[src/rtl/fpie_pkg.sv]
package fpie_pkg;
  localparam int TAG_W    = 4;
  localparam int NUM_REGS = 4;
  localparam int REG_W    = $clog2(NUM_REGS);
  localparam int ADD_RS   = 3;
  localparam int MD_RS    = 2;
  localparam int NUM_RS   = ADD_RS + MD_RS;
  localparam int LAT_ADD  = 2;
  localparam int LAT_MUL  = 3;
  localparam int LAT_DIV  = 12;
  localparam int CNT_W    = $clog2(LAT_DIV + 1);

  typedef enum logic [1:0] {
    OP_ADD = 2'd0,
    OP_MUL = 2'd1,
    OP_DIV = 2'd2,
    OP_SUB = 2'd3
  } opKind_e;

  // strobes from control to datapath
  typedef struct packed {
    logic             dispEn;
    logic [TAG_W-1:0] dispTag;
    opKind_e          dispOp;
    logic [REG_W-1:0] dispDst;
    logic [REG_W-1:0] dispSrc;
    logic             addStart;
    logic [TAG_W-1:0] addSel;
    logic             mdStart;
    logic [TAG_W-1:0] mdSel;
    logic             busValid;
    logic             busFromMd;
    logic [TAG_W-1:0] busTag;
  } strobe_t;

  function automatic logic isMdOp(opKind_e op);
    return (op == OP_MUL) || (op == OP_DIV);
  endfunction
endpackage

[src/rtl/fpie_ctrl.sv]
module fpie_ctrl import fpie_pkg::*; #(
  parameter int QDEPTH = 8
) (
  input  logic              clk,
  input  logic              rstN,
  input  logic              inValid,
  input  logic [1:0]        inOp,
  input  logic [REG_W-1:0]  inDst,
  input  logic [REG_W-1:0]  inSrc,
  output logic              inReady,
  output logic              queueEmpty,
  input  logic [NUM_RS-1:0] stBusy,
  input  logic [NUM_RS-1:0] stReady,
  input  logic [NUM_RS-1:0] stIsDiv,
  output strobe_t           strb
);
  localparam int PTR_W  = (QDEPTH > 1) ? $clog2(QDEPTH) : 1;
  localparam int CNT_QW = $clog2(QDEPTH + 1);

  typedef struct packed {
    opKind_e          op;
    logic [REG_W-1:0] dst;
    logic [REG_W-1:0] src;
  } qEntry_t;

  qEntry_t          qMem [QDEPTH];
  qEntry_t          qHeadEnt;
  logic [PTR_W-1:0] qHead, qTail;
  logic [CNT_QW-1:0] qCount;
  logic             push, pop;

  logic             freeFound;
  logic [TAG_W-1:0] freeTag;
  logic             addPick, mdPick, mdPickDiv;
  logic [TAG_W-1:0] addPickTag, mdPickTag;

  logic             addActive, mdActive, addDone, mdDone, addGrant, mdGrant;
  logic [CNT_W-1:0] addCnt, mdCnt;
  logic [TAG_W-1:0] addTag, mdTag;

  // in-order operation queue
  assign inReady    = qCount != CNT_QW'(QDEPTH);
  assign queueEmpty = qCount == '0;
  assign push       = inValid && inReady;
  assign pop        = strb.dispEn;
  assign qHeadEnt   = qMem[qHead];

  always_ff @(posedge clk or negedge rstN) begin
    if (!rstN) begin
      qHead  <= '0;
      qTail  <= '0;
      qCount <= '0;
    end else begin
      if (push) qTail <= (qTail == PTR_W'(QDEPTH - 1)) ? '0 : qTail + PTR_W'(1);
      if (pop)  qHead <= (qHead == PTR_W'(QDEPTH - 1)) ? '0 : qHead + PTR_W'(1);
      qCount <= qCount + CNT_QW'(push) - CNT_QW'(pop);
    end
  end

  always_ff @(posedge clk) begin
    if (push) qMem[qTail] <= '{op: opKind_e'(inOp), dst: inDst, src: inSrc};
  end

  // lowest free station of the unit the head operation needs
  always_comb begin
    freeFound = 1'b0;
    freeTag   = '0;
    for (int i = 0; i < NUM_RS; i++) begin
      if (!freeFound && !stBusy[i] && (isMdOp(qHeadEnt.op) == (i >= ADD_RS))) begin
        freeFound = 1'b1;
        freeTag   = TAG_W'(i + 1);
      end
    end
  end

  // lowest ready station per unit
  always_comb begin
    addPick    = 1'b0;
    addPickTag = '0;
    mdPick     = 1'b0;
    mdPickTag  = '0;
    mdPickDiv  = 1'b0;
    for (int i = 0; i < NUM_RS; i++) begin
      if (stReady[i]) begin
        if (i < ADD_RS) begin
          if (!addPick) begin
            addPick    = 1'b1;
            addPickTag = TAG_W'(i + 1);
          end
        end else if (!mdPick) begin
          mdPick    = 1'b1;
          mdPickTag = TAG_W'(i + 1);
          mdPickDiv = stIsDiv[i];
        end
      end
    end
  end

  // functional-unit timing and bus arbitration, multiply/divide first
  assign addDone  = addActive && (addCnt == '0);
  assign mdDone   = mdActive && (mdCnt == '0);
  assign mdGrant  = mdDone;
  assign addGrant = addDone && !mdDone;

  always_comb begin
    strb           = '0;
    strb.dispEn    = !queueEmpty && freeFound;
    strb.dispTag   = freeTag;
    strb.dispOp    = qHeadEnt.op;
    strb.dispDst   = qHeadEnt.dst;
    strb.dispSrc   = qHeadEnt.src;
    strb.addStart  = addPick && (!addActive || addGrant);
    strb.addSel    = addPickTag;
    strb.mdStart   = mdPick && (!mdActive || mdGrant);
    strb.mdSel     = mdPickTag;
    strb.busValid  = addDone || mdDone;
    strb.busFromMd = mdDone;
    strb.busTag    = mdDone ? mdTag : addTag;
  end

  always_ff @(posedge clk or negedge rstN) begin
    if (!rstN) begin
      addActive <= 1'b0;
      addCnt    <= '0;
      addTag    <= '0;
      mdActive  <= 1'b0;
      mdCnt     <= '0;
      mdTag     <= '0;
    end else begin
      if (strb.addStart) begin
        addActive <= 1'b1;
        addCnt    <= CNT_W'(LAT_ADD - 1);
        addTag    <= addPickTag;
      end else if (addGrant) begin
        addActive <= 1'b0;
      end else if (addActive && addCnt != '0) begin
        addCnt <= addCnt - CNT_W'(1);
      end
      if (strb.mdStart) begin
        mdActive <= 1'b1;
        mdCnt    <= mdPickDiv ? CNT_W'(LAT_DIV - 1) : CNT_W'(LAT_MUL - 1);
        mdTag    <= mdPickTag;
      end else if (mdGrant) begin
        mdActive <= 1'b0;
      end else if (mdActive && mdCnt != '0) begin
        mdCnt <= mdCnt - CNT_W'(1);
      end
    end
  end

  a_r7_queue_bound: assert property (@(posedge clk) disable iff (!rstN)
    qCount <= CNT_QW'(QDEPTH));
  a_r3_add_latency: assert property (@(posedge clk) disable iff (!rstN)
    strb.addStart |-> ##2 addDone);
  a_r3_mul_latency: assert property (@(posedge clk) disable iff (!rstN)
    (strb.mdStart && !mdPickDiv) |-> ##3 mdDone);
  a_r3_div_latency: assert property (@(posedge clk) disable iff (!rstN)
    (strb.mdStart && mdPickDiv) |-> ##12 mdDone);
  a_r4_loser_held: assert property (@(posedge clk) disable iff (!rstN)
    (addDone && mdDone) |=> (addDone && $stable(addTag)));
endmodule

[src/rtl/fpie_dpath.sv]
module fpie_dpath import fpie_pkg::*; #(
  parameter int DATA_W = 16
) (
  input  logic                       clk,
  input  logic                       rstN,
  input  strobe_t                    strb,
  output logic [NUM_RS-1:0]          stBusy,
  output logic [NUM_RS-1:0]          stReady,
  output logic [NUM_RS-1:0]          stIsDiv,
  output logic [DATA_W-1:0]          busValue,
  output logic [NUM_REGS*DATA_W-1:0] regValue,
  output logic [NUM_REGS-1:0]        regBusyOut
);
  typedef struct packed {
    logic              busy;
    logic              issued;
    opKind_e           op;
    logic [TAG_W-1:0]  sinkTag;
    logic [DATA_W-1:0] sinkVal;
    logic [TAG_W-1:0]  srcTag;
    logic [DATA_W-1:0] srcVal;
  } station_t;

  station_t          rs [NUM_RS];
  logic [NUM_REGS-1:0] rBusy;
  logic [TAG_W-1:0]  rTag [NUM_REGS];
  logic [DATA_W-1:0] rVal [NUM_REGS];

  logic [TAG_W-1:0]  sinkTagN, srcTagN;
  logic [DATA_W-1:0] sinkValN, srcValN;
  logic [DATA_W-1:0] addA, addB, mdA, mdB, addRes, mdRes;
  opKind_e           addOp, mdOp;
  logic              ownerLive, targetBusy;

  function automatic logic [DATA_W-1:0] calc(opKind_e op, logic [DATA_W-1:0] a, logic [DATA_W-1:0] b);
    logic [DATA_W-1:0] r;
    case (op)
      OP_ADD:  r = a + b;
      OP_SUB:  r = a - b;
      OP_MUL:  r = a * b;
      default: r = (b == '0) ? '1 : a / b;
    endcase
    return r;
  endfunction

  assign busValue = strb.busFromMd ? mdRes : addRes;

  // operand read at dispatch, with bypass from the bus
  always_comb begin
    sinkTagN = rTag[strb.dispDst];
    sinkValN = rVal[strb.dispDst];
    if (!rBusy[strb.dispDst]) begin
      sinkTagN = '0;
    end else if (strb.busValid && rTag[strb.dispDst] == strb.busTag) begin
      sinkTagN = '0;
      sinkValN = busValue;
    end
    srcTagN = rTag[strb.dispSrc];
    srcValN = rVal[strb.dispSrc];
    if (!rBusy[strb.dispSrc]) begin
      srcTagN = '0;
    end else if (strb.busValid && rTag[strb.dispSrc] == strb.busTag) begin
      srcTagN = '0;
      srcValN = busValue;
    end
  end

  // station status and operand selection for the units
  always_comb begin
    addA = '0; addB = '0; addOp = OP_ADD;
    mdA  = '0; mdB  = '0; mdOp  = OP_MUL;
    ownerLive  = 1'b0;
    targetBusy = 1'b0;
    for (int i = 0; i < NUM_RS; i++) begin
      stBusy[i]  = rs[i].busy;
      stReady[i] = rs[i].busy && !rs[i].issued && rs[i].sinkTag == '0 && rs[i].srcTag == '0;
      stIsDiv[i] = rs[i].op == OP_DIV;
      if (strb.addSel == TAG_W'(i + 1)) begin
        addA = rs[i].sinkVal; addB = rs[i].srcVal; addOp = rs[i].op;
      end
      if (strb.mdSel == TAG_W'(i + 1)) begin
        mdA = rs[i].sinkVal; mdB = rs[i].srcVal; mdOp = rs[i].op;
      end
      if (strb.busTag == TAG_W'(i + 1))  ownerLive  = rs[i].busy && rs[i].issued;
      if (strb.dispTag == TAG_W'(i + 1)) targetBusy = rs[i].busy;
    end
  end

  always_ff @(posedge clk or negedge rstN) begin
    if (!rstN) begin
      addRes <= '0;
      mdRes  <= '0;
    end else begin
      if (strb.addStart) addRes <= calc(addOp, addA, addB);
      if (strb.mdStart)  mdRes  <= calc(mdOp, mdA, mdB);
    end
  end

  // reservation stations
  always_ff @(posedge clk or negedge rstN) begin
    if (!rstN) begin
      for (int i = 0; i < NUM_RS; i++) rs[i] <= '0;
    end else begin
      for (int i = 0; i < NUM_RS; i++) begin
        if (strb.dispEn && strb.dispTag == TAG_W'(i + 1)) begin
          rs[i] <= '{busy: 1'b1, issued: 1'b0, op: strb.dispOp,
                     sinkTag: sinkTagN, sinkVal: sinkValN,
                     srcTag: srcTagN, srcVal: srcValN};
        end else begin
          if (strb.busValid && strb.busTag == TAG_W'(i + 1)) rs[i].busy <= 1'b0;
          if ((strb.addStart && strb.addSel == TAG_W'(i + 1)) ||
              (strb.mdStart && strb.mdSel == TAG_W'(i + 1))) rs[i].issued <= 1'b1;
          if (strb.busValid && rs[i].sinkTag != '0 && rs[i].sinkTag == strb.busTag) begin
            rs[i].sinkTag <= '0;
            rs[i].sinkVal <= busValue;
          end
          if (strb.busValid && rs[i].srcTag != '0 && rs[i].srcTag == strb.busTag) begin
            rs[i].srcTag <= '0;
            rs[i].srcVal <= busValue;
          end
        end
      end
    end
  end

  // architectural registers with producer tags
  always_ff @(posedge clk or negedge rstN) begin
    if (!rstN) begin
      for (int r = 0; r < NUM_REGS; r++) begin
        rBusy[r] <= 1'b0;
        rTag[r]  <= '0;
        rVal[r]  <= DATA_W'(r + 1);
      end
    end else begin
      for (int r = 0; r < NUM_REGS; r++) begin
        if (strb.dispEn && strb.dispDst == REG_W'(r)) begin
          rBusy[r] <= 1'b1;
          rTag[r]  <= strb.dispTag;
        end else if (strb.busValid && rBusy[r] && rTag[r] == strb.busTag) begin
          rBusy[r] <= 1'b0;
          rTag[r]  <= '0;
          rVal[r]  <= busValue;
        end
      end
    end
  end

  assign regBusyOut = rBusy;
  for (genvar g = 0; g < NUM_REGS; g++) begin : gReg
    assign regValue[g*DATA_W +: DATA_W] = rVal[g];

    a_r5_rename: assert property (@(posedge clk) disable iff (!rstN)
      (strb.dispEn && strb.dispDst == REG_W'(g)) |=> (rBusy[g] && rTag[g] == $past(strb.dispTag)));
    a_r11_release: assert property (@(posedge clk) disable iff (!rstN)
      (strb.busValid && rBusy[g] && rTag[g] == strb.busTag &&
       !(strb.dispEn && strb.dispDst == REG_W'(g))) |=> (!rBusy[g] && rVal[g] == $past(busValue)));
  end

  a_r8_owner_live: assert property (@(posedge clk) disable iff (!rstN)
    strb.busValid |-> (strb.busTag != '0 && ownerLive));
  a_r7_free_target: assert property (@(posedge clk) disable iff (!rstN)
    strb.dispEn |-> !targetBusy);
endmodule

[src/rtl/fp_issue_engine.sv]
module fp_issue_engine import fpie_pkg::*; #(
  parameter int DATA_W = 16,
  parameter int QDEPTH = 8
) (
  input  logic                       clk,
  input  logic                       rstN,
  input  logic                       inValid,
  input  logic [1:0]                 inOp,
  input  logic [REG_W-1:0]           inDst,
  input  logic [REG_W-1:0]           inSrc,
  output logic                       inReady,
  output logic                       busValid,
  output logic [TAG_W-1:0]           busTag,
  output logic [DATA_W-1:0]          busValue,
  output logic [NUM_REGS*DATA_W-1:0] regValue,
  output logic [NUM_REGS-1:0]        regBusy,
  output logic                       idle
);
  strobe_t           strb;
  logic [NUM_RS-1:0] stBusy, stReady, stIsDiv;
  logic              queueEmpty;

  fpie_ctrl #(.QDEPTH(QDEPTH)) u_ctrl (
    .clk(clk), .rstN(rstN),
    .inValid(inValid), .inOp(inOp), .inDst(inDst), .inSrc(inSrc),
    .inReady(inReady), .queueEmpty(queueEmpty),
    .stBusy(stBusy), .stReady(stReady), .stIsDiv(stIsDiv),
    .strb(strb)
  );

  fpie_dpath #(.DATA_W(DATA_W)) u_dpath (
    .clk(clk), .rstN(rstN), .strb(strb),
    .stBusy(stBusy), .stReady(stReady), .stIsDiv(stIsDiv),
    .busValue(busValue), .regValue(regValue), .regBusyOut(regBusy)
  );

  assign busValid = strb.busValid;
  assign busTag   = strb.busTag;
  assign idle     = queueEmpty && (stBusy == '0);
endmodule

[config.mk]
export PLATFORM = sky130hd
export DESIGN_NAME = fp_issue_engine
export DESIGN_NICKNAME = d
export VERILOG_FILES = /design/src/rtl/fpie_pkg.sv /design/src/rtl/fpie_ctrl.sv /design/src/rtl/fpie_dpath.sv /design/src/rtl/fp_issue_engine.sv
export SDC_FILE = /design/constraint.sdc
export NUM_CORES = 2
export LEC_CHECK = 0
export ABC_AREA = 1
export BUFFER_PORTS_ARGS = -buffer_cell sky130_fd_sc_hd__buf_4
export CORE_MARGIN = 10
export CORE_UTILIZATION = 41
export DETAILED_ROUTE_END_ITERATION = 10
export SLEW_MARGIN = 20
export SYNTH_ARGS = -nofsm -noshare
export SYNTH_HDL_FRONTEND = slang
export SYNTH_SLANG_ARGS = --single-unit
[constraint.sdc]
create_clock -name clk -period 75.4 [get_ports clk]
set_input_delay 0 -clock clk [delete_from_list [all_inputs] [get_ports clk]]
set_output_delay 0 -clock clk [all_outputs]
set_load 0.05 [all_outputs]
Yosys cells after proc, flatten, opt, wreduce, memory -nomap -nowiden
Memories as Yosys holds them, arrays and structs flattened.
Cells that the tools add are included.
Widths: inputs -> output; s select.
{"block": "totals", "regBits": 364, "ramBits": 48, "input_bits": 9, "output_inout_bits": 91, "wordCells": 463, "memories": 1}
{"name": "u_ctrl.qMem", "depth": 8, "width": 6, "rd": 1, "rd_ports_with_merged_regs": 0, "wr": 1, "line_no": "fpie_ctrl.sv:26", "text": "qEntry_t qMem [QDEPTH];"}
{"block": "op_classes", "add_sub_neg": 10, "multipliers": 2, "div_mod_pow": 2, "n_lt_le_gt_ge": 4, "n_eq_ne": 52, "mux": 147, "bitwise": 7, "reduce_logical": 180}
{"cell": "$mux 16", "n": 31}
{"cell": "$mux 20", "n": 10}
{"cell": "$mux 40", "n": 5}
{"cell": "$mux 4", "n": 32}
{"cell": "$pmux 16 s3", "n": 2}
{"cell": "$logic_and 1x1->1", "n": 88}
{"cell": "$bmux 16 s2", "n": 2}
{"cell": "$eq 4x4->1", "n": 16}
{"cell": "$reduce_bool 2->1", "n": 28}
{"cell": "$logic_not 4->1", "n": 13}
{"cell": "$reduce_bool 4->1", "n": 12}
{"cell": "$mux 1", "n": 41}
{"cell": "$add 16x16->16", "n": 2}
{"cell": "$div 16x16->16", "n": 2}
{"cell": "$eq 4x2->1 const B", "n": 8}
{"cell": "$eq 4x3->1 const B", "n": 8}
{"cell": "$logic_not 16->1", "n": 2}
{"cell": "$mul 16x16->16", "n": 2}
{"cell": "$mux 2", "n": 16}
{"cell": "$sub 16x16->16", "n": 2}
{"cell": "$logic_not 1->1", "n": 18}
{"cell": "$bmux 4 s2", "n": 2}
{"cell": "$eq 4x1->1 const B", "n": 4}
{"cell": "$eq 2x2->1 const B", "n": 7}
{"cell": "other kinds (18)", "n": 51}

Logic depth before layout (Yosys ltp)
An unclocked memory read counts as a cell.
{"block": "logic_depth", "ltp_word": 26, "mapped_depth": 260, "mapped_depth_nobuf": 254}

By module
Synthesis repeated with hierarchy kept, for this count alone.
{"block": "hier_totals", "cells_unflattened": 6036, "area_unflattened_um2": 44413.8}
{"module": "fpie_dpath", "n_inst": 1, "cells_per_inst": 5659, "area_each_um2": 40822.9, "seq_area_each_um2": 8414.3}
{"module": "fpie_ctrl", "n_inst": 1, "cells_per_inst": 371, "area_each_um2": 3565.9, "seq_area_each_um2": 2042.0}
{"module": "fp_issue_engine", "n_inst": 1, "cells_per_inst": 6, "area_each_um2": 25.0, "seq_area_each_um2": 0.0}

Worst setup path before layout
Ideal clock, no wire load.
{"block": "synth_path", "path_kind": "register -> register", "start": "reg u_dpath.rs[213] (netlist name)", "end": "reg u_dpath.addRes[0]", "setup_time_ns": 0.135, "t_arrival_ns": 28.057, "required_ns": 75.265, "path_slack_ns": 47.207, "stages_incl_launch_ff": 253, "n_path_buf": 10, "synth_period_minus_slack_ns": 28.193, "path_cell_list": "dfrtp_1 -> nor2_2 -> nand2_2 -> nor2_2 -> nand2_2 -> buf_6 -> nand2_4 -> inv_4 -> buf_4 -> a22o_1 -> a21oi_2 -> ha_1 -> o21ai_0 -> nor2_1 -> nand4_1 -> nand2_1 -> ha_1 -> inv_1 -> [... 217 more ...] -> nand2_1 -> buf_2 -> nand2_1 -> o21ai_0 -> ha_1 -> a21oi_1 -> o21ai_0 -> nand2_1 -> a21boi_0 -> o21a_1 -> o21ai_0 -> nand2_1 -> a21oi_1 -> o21ai_0 -> a21oi_1 -> o211ai_1 -> nand2_1 -> o22ai_1"}
{"block": "synth_via", "elab_chain_len": 17}
{"item": "from (decl)", "line_no": "fpie_dpath.sv:24", "text": "station_t rs [NUM_RS];"}
{"item": "from (signal, indexed assignment)", "line_no": "fpie_dpath.sv:106", "text": "rs[i] <= '{busy: 1'b1, issued: 1'b0, op: strb.dispOp,"}
{"item": "$logic_not 4->1 *", "line_no": "fpie_dpath.sv:76", "text": "stReady[i] = rs[i].busy && !rs[i].issued && rs[i].sinkTag == '0 && rs[i].srcTag == '0;"}
{"item": "$logic_and 1x1->1 * (2 in series)", "line_no": "fpie_dpath.sv:76"}
{"item": "$mux 1", "line_no": "fpie_ctrl.sv:84", "text": "if (stReady[i]) begin"}
{"item": "$mux 2", "line_no": "fpie_ctrl.sv:86", "text": "if (!addPick) begin"}
{"item": "$mux 4", "line_no": "fpie_ctrl.sv:84"}
{"item": "$mux 4", "line_no": "fpie_ctrl.sv:86"}
{"item": "$mux 4", "line_no": "fpie_ctrl.sv:84"}
{"item": "$eq 4x1->1", "line_no": "fpie_dpath.sv:78", "text": "if (strb.addSel == TAG_W'(i + 1)) begin"}
{"item": "$mux 16 (5 in series)", "line_no": "fpie_dpath.sv:78"}
{"item": "$div 16x16->16 or $logic_not 16->1 (tied branches)", "line_no": "fpie_dpath.sv:41", "text": "default: r = (b == '0) ? '1 : a / b;"}
{"item": "$mux 16", "line_no": "fpie_dpath.sv:41"}
{"item": "$pmux 16 s3", "line_no": "fpie_dpath.sv:37", "text": "case (op)"}
{"item": "to (signal assigned)", "line_no": "fpie_dpath.sv:94", "text": "if (strb.addStart) addRes <= calc(addOp, addA, addB);"}
{"item": "to (decl)", "line_no": "fpie_dpath.sv:31", "text": "logic [DATA_W-1:0] addA, addB, mdA, mdB, addRes, mdRes;"}
Every way passes the cells marked *; elsewhere a longest branch is shown, timed or not.
A chain may end at the register's enable or synchronous reset.

Worst setup path after layout
{"block": "layout_path", "start": "reg u_dpath.rs[194] (netlist name)", "end": "reg u_dpath.addRes[0]"}
{"block": "layout_via", "elab_chain_len": 16}
{"item": "$logic_not 4->1 *", "line_no": "fpie_dpath.sv:76"}
{"item": "$logic_and 1x1->1 *", "line_no": "fpie_dpath.sv:76"}
{"item": "$mux 1", "line_no": "fpie_ctrl.sv:84"}
{"item": "$mux 2", "line_no": "fpie_ctrl.sv:86"}
{"item": "$mux 4", "line_no": "fpie_ctrl.sv:84"}
{"item": "$mux 4", "line_no": "fpie_ctrl.sv:86"}
{"item": "$mux 4", "line_no": "fpie_ctrl.sv:84"}
{"item": "$eq 4x1->1", "line_no": "fpie_dpath.sv:78"}
{"item": "$mux 16 (5 in series)", "line_no": "fpie_dpath.sv:78"}
{"item": "$div 16x16->16 or $logic_not 16->1 (tied branches)", "line_no": "fpie_dpath.sv:41"}
{"item": "$mux 16", "line_no": "fpie_dpath.sv:41"}
{"item": "$pmux 16 s3", "line_no": "fpie_dpath.sv:37"}
Marked as above.

==> metrics.txt <==
IO Count=100; Achievable Freq=28.7 MHz; slowest CP cell=nand3_1; Clock Latency Late Sink=610 ps; net count reported at finish=6252; drt drc=0; Crit. End Element=flop; mean post-synth cell area=7.43 µm²; Synth Warn #=0; number of setup violations in the final report=0; worst setup path category=reg2reg; Final TNS setup=0 ps; sequential fraction of the synthesis area=24.2%; Post-DRT Antenna Nets=0; Post-DP HPWL=107 mm; # H-tree levels=2; final critical-path required period=34900 ps; maxcap violations=0; Final Skew=41.2 ps; clock slew at reported path FFs=60 ps; via count=39100; unrepaired setup endpoints after global routing=no; clock buffer depth=3; drt total wl=145 mm; PortBufs=98; die height=339 µm; Die W=339 µm; area grow syn2layout=9.07%; Initial Util=41.5%; most frequent CP cell=nand2_1; Syn Nets=6218; status=complete, no violations; clk sinks=394; Critical Path RT=75850 ps; GP Congestion=0.957; vias in the first global route=38300; CTS tree=yes; Top FF cell, synth=dfrtp_1; Reg2Reg Setup Slack=40500 ps; Fin. Hold Viols=0; Tcrit/Tclk final=46.3%; #FFs+latches synth=394; initial antenna violation count=1; die area=115000 µm²; FF-to-FF End=u_dpath.addRes[0]; DRT Pass-1 Iters=6; root buffer cell=clkbuf_16; slowest cell delay on critical path=620 ps; first-pass GRT wire length=224 mm; row cnt=116; post-synthesis instance total=5617; Total GRT Usage=24.4%; largest net degree at the start of global routing=94; share of layout cells above drive strength 1=9.23%; CTS-repair resized insts=0; DRT iter0 DRCs=3761; fraction of registers with async set or reset after synthesis=87.8%; post-DR vias/cell=5.55; DR WL/cell=20.6 µm; reg2reg start=u_dpath.rs[194]; Slew Limit Fails=0; TritonCTS Buffers=46; relative slew slack=17.8%; Worst EP arrival=35350 ps; Least-Margin Pin Slew=1230 ps; CP startpoint kind=flop; Worst Path Max Fanout=29; hold crit path type=in2async; Yosys cell types=66; Core ar.=101000 µm²; Post-synth EDFFs=48; gr ovfl total=0; worst r2r path cells=246; Post-Syn Area=41700 µm²
[repair_timing]
item	4_1_cts	5_1_grt
hold buffers	8	0
buffers inserted	0	0
hold endpoints to repair	143	0
[metrics by stage]
stage | hold WS, ps | cell area, µm² | instances | worst slack [ps] | utilization, %
floorplan | -296 | 41700 | 5617 | 47210 | -
global placement | 66.7 | 43900 | 6952 | 40960 | 43.6
detailed placement | 75.5 | 43900 | 6952 | 40580 | 43.6
CTS | 23.9 | 45500 | 7042 | 40380 | 45.2
global route | 92.3 | 45500 | 7042 | 35970 | 45.3
finish | 5.01 | 45500 | 7043 | 40500 | 45.3
[cells by family (layout without fill, tap and decap cells)]
kind of cell / after synthesis / in the layout / synth area share [%]
AND/OR/NAND/NOR: 2199 / 2199 / 22.3
AO/OA/AOI/OAI: 1132 / 1132 / 17.6
buffers and inverters: 1039 / 1107 / 9.76
adder cells (fa/ha/maj): 592 / 592 / 20.7
flip-flops: 394 / 394 / 24.2
XOR/XNOR: 258 / 258 / 5.41
multiplexers: 2 / 2 / 0.0480
other: 1 / 2 / 0.00898
[Yosys cell counts (11+ instances only)]
cell type | instances | area share, %
nand2_1 | 1417 | 13
and2_1 | 17 | 0.25
buf_4 | 11 | 0.20
a221oi_1 | 12 | 0.25
nand3_1 | 176 | 2.1
clkinv_1 | 27 | 0.24
a22oi_1 | 44 | 0.79
edfxtp_1 | 48 | 3.5
buf_1 | 11 | 0.099
buf_2 | 43 | 0.52
o21ai_0 | 304 | 3.6
or2_2 | 68 | 1.0
fa_1 | 163 | 7.8
o221ai_1 | 103 | 2.2
clkbuf_1 | 118 | 1.1
xnor2_1 | 107 | 2.2
o22ai_1 | 59 | 0.88
a21oi_1 | 174 | 2.1
nor2_2 | 11 | 0.16
a21o_1 | 52 | 0.94
o21ai_1 | 69 | 0.83
nand2_2 | 45 | 0.67
nand3_2 | 25 | 0.60
nor3_1 | 22 | 0.26
nand4_1 | 20 | 0.30
dfrtp_1 | 341 | 20
inv_1 | 791 | 7.1
ha_1 | 429 | 13
o211ai_1 | 114 | 2.1
xor2_1 | 151 | 3.2
nor2_1 | 360 | 3.2
o21bai_1 | 44 | 0.79
o21ai_2 | 53 | 1.1
inv_2 | 26 | 0.23
a31oi_1 | 25 | 0.37
a22o_1 | 28 | 0.59
[flip-flops by register name, indices dropped and copies added (netlist names)]
register,flops
u_ctrl.addActive,1
u_dpath.stBusy,5
u_dpath.rs,205
u_dpath.mdRes,16
u_ctrl.mdActive,1
u_dpath.regValue,64
u_ctrl.qHead,3
u_ctrl.qMem,48
u_ctrl.addCnt,4
u_ctrl.qCount,4
u_ctrl.mdCnt,4
u_dpath.rTag,12
u_ctrl.qTail,3
u_ctrl.mdTag,2
u_dpath.addRes,16
u_dpath.regBusyOut,4
u_ctrl.addTag,2
[how the worst max path moves through the flow]
stage | start | to | slack [ps] | cells after the start
after floorplan | u_dpath.rs[213] | u_dpath.addRes[0] | 47210 | 252
after global placement | u_dpath.rs[194] | u_dpath.addRes[0] | 40960 | 246
after detailed placement | u_dpath.rs[194] | u_dpath.addRes[0] | 40580 | 246
after CTS | u_dpath.rs[194] | u_dpath.addRes[0] | 40380 | 246
after global routing | u_dpath.stBusy[1] | u_dpath.addRes[0] | 35970 | 246
final | u_dpath.rs[194] | u_dpath.addRes[0] | 40500 | 246
[metal layers]
metal	part of all wire (%)	track usage (%)	vias up	routed length [µm]
met5	0.0090	0	-	13
met4	4.1	9.18	2	6000
met3	8.7	4.10	304	12700
met2	44	38.5	1678	63300
met1	43	33.2	18600	62800
li1	-	-	18500	-
[area by class of cell]
cell class                 count  area [µm²]
tap                         1357        1700
antenna                        1        2.50
multi-input combinational   4184       27600
fill                       10200       55100
timing repair buffer         178        1360
sequential                   394       10100
clock inverter                24         295
clock buffer                  58        1270
inverter                     847        3190
[layout by cell type, fill, tap and decap left out, types with 103 or more instances in the layout]
cell type  instances
nand2_1         1414
inv_1            791
ha_1             429
nor2_1           357
dfrtp_1          341
o21ai_0          300
nand3_1          176
a21oi_1          174
buf_4            169
fa_1             163
xor2_1           151
o211ai_1         114
xnor2_1          107
o221ai_1         103
[worst max-delay path, delay by kind of cell (launching register included)]
kind            cells  cell delay, ps
simple gates      131           14880
fa+ha+maj          15            4500
buf+inv            20            2420
flops               1             390
compound gates     80           12400
Power is not shown: default switching activity piles up to over one toggle a cycle in this logic, so the estimate is an artifact.
